<file path="src/rtl/vpic_pkg.sv">
package vpic_pkg;
   // Register offsets (byte addresses); the map is fixed for a 32-bit bus.
   localparam int OFF_CTRL     = 'h00;
   localparam int OFF_MASKLVL  = 'h04;
   localparam int OFF_ENSET    = 'h08;
   localparam int OFF_ENCLR    = 'h0C;
   localparam int OFF_ENA_LO   = 'h14;   // high bank sits 4 bytes below
   localparam int OFF_TYP_LO   = 'h1C;
   localparam int OFF_PRIO_TOP = 'h20;   // highest group lives here
   localparam int OFF_NVEC     = 'h40;
   localparam int OFF_FVEC     = 'h44;
   localparam int OFF_RAW_LO   = 'h4C;
   localparam int OFF_FRC_LO   = 'h54;
   localparam int OFF_NPND_LO  = 'h5C;
   localparam int OFF_FPND_LO  = 'h64;

   typedef struct packed {
      logic found;
      logic [5:0] idx;
      logic [3:0] prio;
   } vp_win_t;
endpackage

</file>
<file path="src/rtl/vpic_regs.sv">
module vpic_regs
   import vpic_pkg::*;
#(
   parameter int NUM_SRC = 64,
   parameter int PRIO_W  = 4,
   parameter int DATA_W  = 32,
   parameter int ADDR_W  = 8
) (
   input  logic                      clk,
   input  logic                      rst_n,
   input  logic                      wr_en,
   input  logic [ADDR_W-1:0]         wr_addr,
   input  logic [DATA_W-1:0]         wr_data,
   output logic [DATA_W-1:0]         ctrl_q,
   output logic [PRIO_W:0]           mask_lvl,
   output logic [NUM_SRC-1:0]        en_q,
   output logic [NUM_SRC-1:0]        typ_q,
   output logic [NUM_SRC-1:0]        frc_q,
   output logic [NUM_SRC*PRIO_W-1:0] prio_q
);
   localparam int BANKS  = NUM_SRC / DATA_W;
   localparam int SPW    = DATA_W / PRIO_W;
   localparam int GROUPS = NUM_SRC / SPW;
   localparam int IDX_W  = $clog2(NUM_SRC);

   logic [IDX_W-1:0]   num;
   logic [NUM_SRC-1:0] set_m, clr_m;

   assign num = wr_data[IDX_W-1:0];

   always_comb begin
      set_m = '0;
      clr_m = '0;
      if (wr_en && wr_addr == ADDR_W'(OFF_ENSET)) set_m[num] = 1'b1;
      if (wr_en && wr_addr == ADDR_W'(OFF_ENCLR)) clr_m[num] = 1'b1;
   end

   always_ff @(posedge clk or negedge rst_n) begin
      if (!rst_n) begin
         ctrl_q   <= '0;
         mask_lvl <= '1;
      end else if (wr_en) begin
         if (wr_addr == ADDR_W'(OFF_CTRL))    ctrl_q   <= wr_data;
         if (wr_addr == ADDR_W'(OFF_MASKLVL)) mask_lvl <= wr_data[PRIO_W:0];
      end
   end

   for (genvar b = 0; b < BANKS; b++) begin : g_bank
      localparam int EN_OFF = OFF_ENA_LO - 4*b;
      localparam int TY_OFF = OFF_TYP_LO - 4*b;
      localparam int FR_OFF = OFF_FRC_LO - 4*b;
      logic [DATA_W-1:0] en_r, ty_r, fr_r;

      always_ff @(posedge clk or negedge rst_n) begin
         if (!rst_n) begin
            en_r <= '0;
            ty_r <= '0;
            fr_r <= '0;
         end else begin
            if (wr_en && wr_addr == ADDR_W'(EN_OFF))
               en_r <= wr_data;
            else
               en_r <= (en_r | set_m[b*DATA_W +: DATA_W]) & ~clr_m[b*DATA_W +: DATA_W];
            if (wr_en && wr_addr == ADDR_W'(TY_OFF)) ty_r <= wr_data;
            if (wr_en && wr_addr == ADDR_W'(FR_OFF)) fr_r <= wr_data;
         end
      end

      assign en_q [b*DATA_W +: DATA_W] = en_r;
      assign typ_q[b*DATA_W +: DATA_W] = ty_r;
      assign frc_q[b*DATA_W +: DATA_W] = fr_r;
   end

   for (genvar g = 0; g < GROUPS; g++) begin : g_prio
      localparam int PR_OFF = OFF_PRIO_TOP + 4*(GROUPS-1-g);
      logic [DATA_W-1:0] pr_r;

      always_ff @(posedge clk or negedge rst_n) begin
         if (!rst_n)
            pr_r <= '0;
         else if (wr_en && wr_addr == ADDR_W'(PR_OFF))
            pr_r <= wr_data;
      end

      assign prio_q[g*DATA_W +: DATA_W] = pr_r;
   end
endmodule

</file>
<file path="src/rtl/vpic_arbiter.sv">
module vpic_arbiter #(
   parameter int NUM_SRC = 64,
   parameter int PRIO_W  = 4,
   parameter int IDX_W   = $clog2(NUM_SRC)
) (
   input  logic [NUM_SRC-1:0]        pend,
   input  logic [NUM_SRC*PRIO_W-1:0] prio,
   output logic                      found,
   output logic [IDX_W-1:0]          win_idx,
   output logic [PRIO_W-1:0]         win_prio
);
   logic [PRIO_W-1:0] cur;

   // Ascending scan with >= lets the later (higher) source take ties.
   always_comb begin
      found    = 1'b0;
      win_idx  = '0;
      win_prio = '0;
      cur      = '0;
      for (int s = 0; s < NUM_SRC; s++) begin
         cur = prio[s*PRIO_W +: PRIO_W];
         if (pend[s] && (!found || cur >= win_prio)) begin
            found    = 1'b1;
            win_idx  = IDX_W'(s);
            win_prio = cur;
         end
      end
   end
endmodule

</file>
<file path="src/rtl/vpic_ctrl.sv">
module vpic_ctrl
   import vpic_pkg::*;
#(
   parameter int NUM_SRC = 64,
   parameter int PRIO_W  = 4,
   parameter int DATA_W  = 32,
   parameter int ADDR_W  = 8
) (
   input  logic               clk,
   input  logic               rst_n,
   input  logic [ADDR_W-1:0]  bus_addr,
   input  logic               bus_wr,
   input  logic [DATA_W-1:0]  bus_wdata,
   output logic [DATA_W-1:0]  bus_rdata,
   input  logic [NUM_SRC-1:0] src_in,
   output logic               irq_norm,
   output logic               irq_fast
);
   localparam int BANKS  = NUM_SRC / DATA_W;
   localparam int SPW    = DATA_W / PRIO_W;
   localparam int GROUPS = NUM_SRC / SPW;
   localparam int IDX_W  = $clog2(NUM_SRC);
   localparam int VEC_W  = DATA_W / 2;

   if (DATA_W != 32) begin : g_bad_width
      $error("vpic_ctrl: register map needs DATA_W == 32");
   end
   if (NUM_SRC != 2*DATA_W) begin : g_bad_count
      $error("vpic_ctrl: register map needs exactly two banks");
   end
   if (PRIO_W * SPW != DATA_W) begin : g_bad_prio
      $error("vpic_ctrl: PRIO_W must divide DATA_W");
   end
   if (ADDR_W < 7) begin : g_bad_addr
      $error("vpic_ctrl: ADDR_W too small for the map");
   end

   logic [DATA_W-1:0]         ctrl_q;
   logic [PRIO_W:0]           mask_lvl;
   logic [NUM_SRC-1:0]        en_q, typ_q, frc_q;
   logic [NUM_SRC*PRIO_W-1:0] prio_q;
   logic [NUM_SRC-1:0]        req_all, pend_n, pend_f;
   logic                      found;
   logic [IDX_W-1:0]          win_idx;
   logic [PRIO_W-1:0]         win_prio;
   logic [VEC_W-1:0]          vec_num;
   logic [DATA_W-1:0]         rd_next;
   logic                      norm_next;

   vpic_regs #(
      .NUM_SRC(NUM_SRC), .PRIO_W(PRIO_W), .DATA_W(DATA_W), .ADDR_W(ADDR_W)
   ) u_regs (
      .clk      (clk),
      .rst_n    (rst_n),
      .wr_en    (bus_wr),
      .wr_addr  (bus_addr),
      .wr_data  (bus_wdata),
      .ctrl_q   (ctrl_q),
      .mask_lvl (mask_lvl),
      .en_q     (en_q),
      .typ_q    (typ_q),
      .frc_q    (frc_q),
      .prio_q   (prio_q)
   );

   assign req_all = (src_in | frc_q) & en_q;
   assign pend_n  = req_all & ~typ_q;
   assign pend_f  = req_all &  typ_q;

   vpic_arbiter #(
      .NUM_SRC(NUM_SRC), .PRIO_W(PRIO_W), .IDX_W(IDX_W)
   ) u_arb (
      .pend     (pend_n),
      .prio     (prio_q),
      .found    (found),
      .win_idx  (win_idx),
      .win_prio (win_prio)
   );

   assign vec_num   = found ? VEC_W'(win_idx) : {VEC_W{1'b1}};
   assign norm_next = found && (mask_lvl[PRIO_W] || win_prio > mask_lvl[PRIO_W-1:0]);

   always_comb begin
      rd_next = '0;
      if (bus_addr == ADDR_W'(OFF_CTRL))    rd_next = ctrl_q;
      if (bus_addr == ADDR_W'(OFF_MASKLVL)) rd_next = DATA_W'(mask_lvl);
      if (bus_addr == ADDR_W'(OFF_NVEC))    rd_next = {vec_num, {VEC_W{1'b0}}};
      if (bus_addr == ADDR_W'(OFF_FVEC))    rd_next = DATA_W'(|pend_f);
      for (int b = 0; b < BANKS; b++) begin
         if (bus_addr == ADDR_W'(OFF_ENA_LO  - 4*b)) rd_next = en_q  [b*DATA_W +: DATA_W];
         if (bus_addr == ADDR_W'(OFF_TYP_LO  - 4*b)) rd_next = typ_q [b*DATA_W +: DATA_W];
         if (bus_addr == ADDR_W'(OFF_RAW_LO  - 4*b)) rd_next = src_in[b*DATA_W +: DATA_W];
         if (bus_addr == ADDR_W'(OFF_FRC_LO  - 4*b)) rd_next = frc_q [b*DATA_W +: DATA_W];
         if (bus_addr == ADDR_W'(OFF_NPND_LO - 4*b)) rd_next = pend_n[b*DATA_W +: DATA_W];
         if (bus_addr == ADDR_W'(OFF_FPND_LO - 4*b)) rd_next = pend_f[b*DATA_W +: DATA_W];
      end
      for (int g = 0; g < GROUPS; g++) begin
         if (bus_addr == ADDR_W'(OFF_PRIO_TOP + 4*(GROUPS-1-g)))
            rd_next = prio_q[g*DATA_W +: DATA_W];
      end
   end

   always_ff @(posedge clk or negedge rst_n) begin
      if (!rst_n) begin
         bus_rdata <= '0;
         irq_norm  <= 1'b0;
         irq_fast  <= 1'b0;
      end else begin
         bus_rdata <= rd_next;
         irq_norm  <= norm_next;
         irq_fast  <= |pend_f;
      end
   end
endmodule

</file>
<file path="config.mk">
export PLATFORM = sky130hd
export DESIGN_NAME = vpic_ctrl
export DESIGN_NICKNAME = d
export VERILOG_FILES = /design/src/rtl/vpic_pkg.sv /design/src/rtl/vpic_regs.sv /design/src/rtl/vpic_arbiter.sv /design/src/rtl/vpic_ctrl.sv
export SDC_FILE = /design/constraint.sdc
export NUM_CORES = 2
export LEC_CHECK = 0
export BUFFER_PORTS_ARGS = -buffer_cell sky130_fd_sc_hd__buf_2
export CAP_MARGIN = 20
export CORE_AREA = 4 4 328 330
export CTS_CLUSTER_DIAMETER = 150
export CTS_CLUSTER_SIZE = 12
export DETAILED_ROUTE_END_ITERATION = 8
export DIE_AREA = 0 0 332 334
export PLACE_DENSITY = 0.64
export SLEW_MARGIN = 20
export SYNTH_ARGS = -nofsm -noshare
export SYNTH_HDL_FRONTEND = slang
export SYNTH_HIERARCHICAL = 1
export SYNTH_SLANG_ARGS = --single-unit
</file>
<file path="constraint.sdc">
create_clock -name clk -period 116.4 [get_ports clk]
set_clock_uncertainty 0.1 [all_clocks]
set_input_delay 0 -clock clk [delete_from_list [all_inputs] [get_ports clk]]
set_output_delay 0 -clock clk [all_outputs]
set_load 0.005 [all_outputs]
</file>
==> impl.org <==
** Synthesis
- Gate count after technology mapping :: 4,624
- Summing the areas of all and, or, nand and nor instances in the mapped netlist gives 15.3% of the synthesized area.
- The synthesized netlist devotes 6.16% of its cell area to adder and majority cells.
- Of the total synthesized cell area, the portion taken by XOR and XNOR cells is 0.0422%.
- Flip-flop and latch count after synthesis :: 519
- Multiplexer fraction of the synthesized cell area :: 13.3%
- Async set or reset register ratio after synthesis :: 100%
- Largest family of logic cells by synthesized area :: compound AO/OA/AOI/OAI gates
- Most used flip-flop cell after synthesis :: sky130_fd_sc_hd__dfrtp_1
- For this run, the register share of the synthesized area comes to 31.3%.
- Dividing the synthesized area by the synthesized cell count gives 8.97 um^2.
- Synthesis produced a netlist with a net count of 4,932.
- The synthesized netlist devotes 29.1% of its cell area to compound gates.
- The Yosys step of the flow raised 6 warnings.
- After synthesis, the netlist uses 138 different library cells.
- Post-synthesis instance area :: 41,500 um^2
- Count of flip-flops with a built-in enable after synthesis :: 0

** Floorplanning
- Width of the chip :: 332 um
- Num ports :: 141
- The initialized floorplan defines 119 standard-cell rows.
- For this configuration, the core starts out at a cell density of 39.6%.
- The die covers 111,000 um^2.
- Die Span Y :: 334 um
- In this run the standard cell core region covers 105,000 um^2.

** Clocking
- Clock tree from TritonCTS :: yes
- The tree built by TritonCTS fans out to 519 sinks.
- Clock-pin slew of the registers on the worst-case setup and hold paths :: 0.06 ns
- The H-tree generated during clock tree synthesis spans 2 levels.
- Cts bufs inserted :: 49
- Buffer depth of the longest clock path :: 3
- For the worst-skew pair, the clock arrives at the later sink with an insertion delay of 0.69 ns.
- Root Buffer Master :: sky130_fd_sc_hd__clkbuf_16

** Hold path
- Counting instances, the worst hold path has a depth of 2.
- Class of the tightest hold or removal check :: primary input to register

** Power and ir drop
- P_leak :: 20.5 nW
- Areal power density over the cells :: 13.5 nW/um^2
- The worst-case IR drop observed on VDD is 0.0122 mV.

** Global route
- In the global route stage, overall resource usage came out at 37.9%.
- Vias in the first global route :: 40.2k
- For this run the aggregate overflow at the end of global routing stands at 0.
- The number of antenna violations at the first check in global routing is 29.
- Largest net degree at the start of global routing :: 167
- The first global-routing pass estimated 306,000 um of wire.

** Place
- HPWL Detailed :: 161,000 um
- Number of I/O port buffers :: 140
- At the end of routability-driven placement, the weighted congestion stood at 1.08.

** Critical path
- Critical Setup Path Class :: register to register
- For the worst flop-to-flop path, the logic depth is 500.
- On the worst path, the slowest cell contributes a delay of 0.61 ns.
- Arrival time at the worst endpoint :: 109.53 ns
- STA classifies the critical path startpoint as a register.
- The endpoint identified for the worst register-to-register timing path is bus_rdata[19]$_DFF_PN0_.
- Peak fanout along the critical path :: 16
- Required time reported for the critical path endpoint :: 116.79 ns
- Flop2flop setup slack :: 7.26 ns
- The most numerous cell type found on the critical path is sky130_fd_sc_hd__ha_1.
- In this run the critical register-to-register path is launched from u_regs/g_bank[0].en_r[0]$_DFF_PN0_.
- Slowest library cell on the worst path :: sky130_fd_sc_hd__a2111oi_2
- CP Capture Type :: register
- First element of the critical path :: u_regs/g_bank[0].en_r[0]$_DFF_PN0_
- Setup crit end :: bus_rdata[19]$_DFF_PN0_

** STA
- Total count of hold-check failures in the final report :: 0
- Based on the critical path, the design can be clocked at up to 9.16 MHz.
- Post-route minimum period :: 109.14 ns
- Pins Over Slew Limit :: 0
- Measured slew at the worst slew-check pin :: 1.24 ns
- Dividing the final minimum period by the clock period gives 93.8%.
- Number of endpoints failing setup at the final stage :: 0
- Final sum of negative setup slack :: 0 ns
- In this run the tightest slew margin relative to its limit is 17.2%.

** Finish
- The sequential cells in the finished layout cover a total of 13,000 um^2.
- Final net count :: 5,024
- Fraction of final layout cells with drive strength greater than 1 :: 19.9%
- The filler cells instantiated in the layout total 10.4k.
- Synthesis-to-layout area growth :: 10.3%
- Summing all multi-input logic gate instances after layout gives 26,800 um^2.
- Fraction of the core area covered by cells at the end of the flow :: 43.7%

** Routing
- DRT antenna net count :: 0
- After detailed routing, the number of remaining DRC violations is 0.
- Detailed Route Iter0 Violations :: 7,132
- In the routed layout, each cell is associated on average with a via count of 7.17.
- The pre-antenna-repair detailed-routing pass consisted of 9 iterations.
- Drt wl/cell :: 35.9 um
- For this block, the via count after detailed routing is 44.0k.
- Drt total wl :: 220,000 um

** Job
- Reported max-cap violation count :: 0

** Status
- The flow ran to the end, and the final reports show no timing, DRC or antenna violations.
## where the power goes
part	switching [mW]	internal (mW)	leakage, nW
Sequential	0.0155	0.189	7.14
Combinational	0.158	0.0992	12.7
Clock	0.0783	0.0762	0.640
## per-layer routing
metal	vias up	global-route usage, %	share of wire (%)
li1	17902	-	-
met1	21633	48.5	38
met2	3540	52.7	40
met3	916	14.7	14
met4	10	25.0	8.3
met5	-	0.511	0.063
## registers in the layout, indices dropped and copies added (netlist names)
signal	flops
u_regs/g_bank.ty_r	64
u_regs/g_prio.pr_r	256
u_regs/mask_lvl	5
u_regs/g_bank.fr_r	64
irq_fast	1
u_regs/ctrl_q	32
irq_norm	1
u_regs/g_bank.en_r	64
bus_rdata	32
## synthesized netlist by cell type (64+ instances only)
master	instances	area, um^2
sky130_fd_sc_hd__a41oi_1	64	561
sky130_fd_sc_hd__a21o_1	126	946
sky130_fd_sc_hd__dfrtp_1	514	12900
sky130_fd_sc_hd__nor2_1	357	1340
sky130_fd_sc_hd__mux2_2	401	4520
sky130_fd_sc_hd__a21oi_1	291	1460
sky130_fd_sc_hd__nand2b_1	102	638
sky130_fd_sc_hd__o21ai_0	341	1710
sky130_fd_sc_hd__nand3_1	81	405
sky130_fd_sc_hd__nand2_1	315	1180
sky130_fd_sc_hd__buf_2	78	390
sky130_fd_sc_hd__o211ai_1	103	773
sky130_fd_sc_hd__inv_1	206	773
sky130_fd_sc_hd__a211oi_1	93	698
sky130_fd_sc_hd__clkbuf_1	149	559
sky130_fd_sc_hd__ha_1	201	2510
sky130_fd_sc_hd__o22ai_1	72	450
sky130_fd_sc_hd__nor3_1	70	350
## critical path: cells and delay by family, from the launching register on
kind / cells / cell delay [ns]
and+or+nand+nor: 151 / 26.03
buffers and inverters: 20 / 2.32
DFF: 1 / 0.39
muxes: 12 / 3.92
AOI/OAI and AO/OA: 250 / 57.75
adders and majority gates: 67 / 18.19
## repair_timing
action                                 CTS  global route
resized for setup                        0            28
endpoints found under the hold margin  298             0
setup endpoints to repair                0             7
hold buffers                            40             0
buffers inserted                         0             1
## cell type report
class | count | share of cell area, %
clock inverter | 4 | 0.101
sequential | 519 | 28.4
inverter | 207 | 1.70
multi-input combinational | 3634 | 58.6
antenna | 17 | 0.0929
timing repair buffer | 305 | 4.56
clock buffer | 60 | 2.77
tap | 1391 | 3.80
## worst min path at each step
stage	startpoint	endpoint	slack [ns]
2_1_floorplan	rst_n	bus_rdata[0]$_DFF_PN0_	-0.40
3_3_place_gp	rst_n	u_regs/g_prio[7].pr_r[23]$_DFFE_PN0P_	-0.02
3_5_place_dp	rst_n	u_regs/g_prio[7].pr_r[23]$_DFFE_PN0P_	-0.04
4_1_cts	bus_wdata[0]	u_regs/mask_lvl[0]$_DFFE_PN1P_	0.01
5_1_grt	bus_wdata[0]	u_regs/mask_lvl[0]$_DFFE_PN1P_	0.05
6_report	bus_wdata[0]	u_regs/mask_lvl[0]$_DFFE_PN1P_	0.07
## cells by family (layout without fill, tap and decap cells)
group | count (synthesis) | after routing
mux | 485 | 485
flops | 519 | 519
other cells | 0 | 17
xor+xnor | 2 | 2
compound gates | 1715 | 1715
buf+inv | 471 | 576
simple gates | 1227 | 1227
fa+ha+maj | 205 | 205
## layout by cell type (no fill, tap or decap), types with 29 or more instances in the layout
master	netlist	final
sky130_fd_sc_hd__and2_1	33	32
sky130_fd_sc_hd__mux2i_1	43	43
sky130_fd_sc_hd__o211ai_1	103	103
sky130_fd_sc_hd__a41oi_1	64	64
sky130_fd_sc_hd__nor2_1	357	349
sky130_fd_sc_hd__a21o_1	126	126
sky130_fd_sc_hd__o221ai_1	35	33
sky130_fd_sc_hd__dfrtp_1	514	514
sky130_fd_sc_hd__buf_4	13	124
sky130_fd_sc_hd__nand2_1	315	315
sky130_fd_sc_hd__o22ai_1	72	72
sky130_fd_sc_hd__mux2_2	401	401
sky130_fd_sc_hd__a22oi_1	43	43
sky130_fd_sc_hd__a21oi_1	291	290
sky130_fd_sc_hd__buf_2	78	138
sky130_fd_sc_hd__nand4_1	29	29
sky130_fd_sc_hd__a221oi_1	48	47
sky130_fd_sc_hd__nor2b_1	40	38
sky130_fd_sc_hd__a31oi_1	50	49
sky130_fd_sc_hd__dlygate4sd3_1	0	39
sky130_fd_sc_hd__nand2b_1	102	102
sky130_fd_sc_hd__ha_1	201	201
sky130_fd_sc_hd__o21a_1	45	44
sky130_fd_sc_hd__clkbuf_16	0	49
sky130_fd_sc_hd__nor3_1	70	67
sky130_fd_sc_hd__o31ai_1	34	29
sky130_fd_sc_hd__a211oi_1	93	93
sky130_fd_sc_hd__nand3_1	81	79
sky130_fd_sc_hd__inv_1	206	206
sky130_fd_sc_hd__o21ai_0	341	339
## through the flow
stage	total power [mW]	worst slack (ns)	cell area [um^2]	std cells	hold slack, ns
after floorplan	0.371	21.57	41500	4624	-0.396
after global placement	0.448	7.18	43800	6014	-0.0213
after detailed placement	0.449	5.53	43800	6014	-0.0353
after CTS	0.603	5.12	45500	6118	0.0113
after global routing	0.644	-0.0231	45700	6121	0.0533
final	0.616	7.26	45800	6137	0.0716
(Power assumes the default switching activity.)
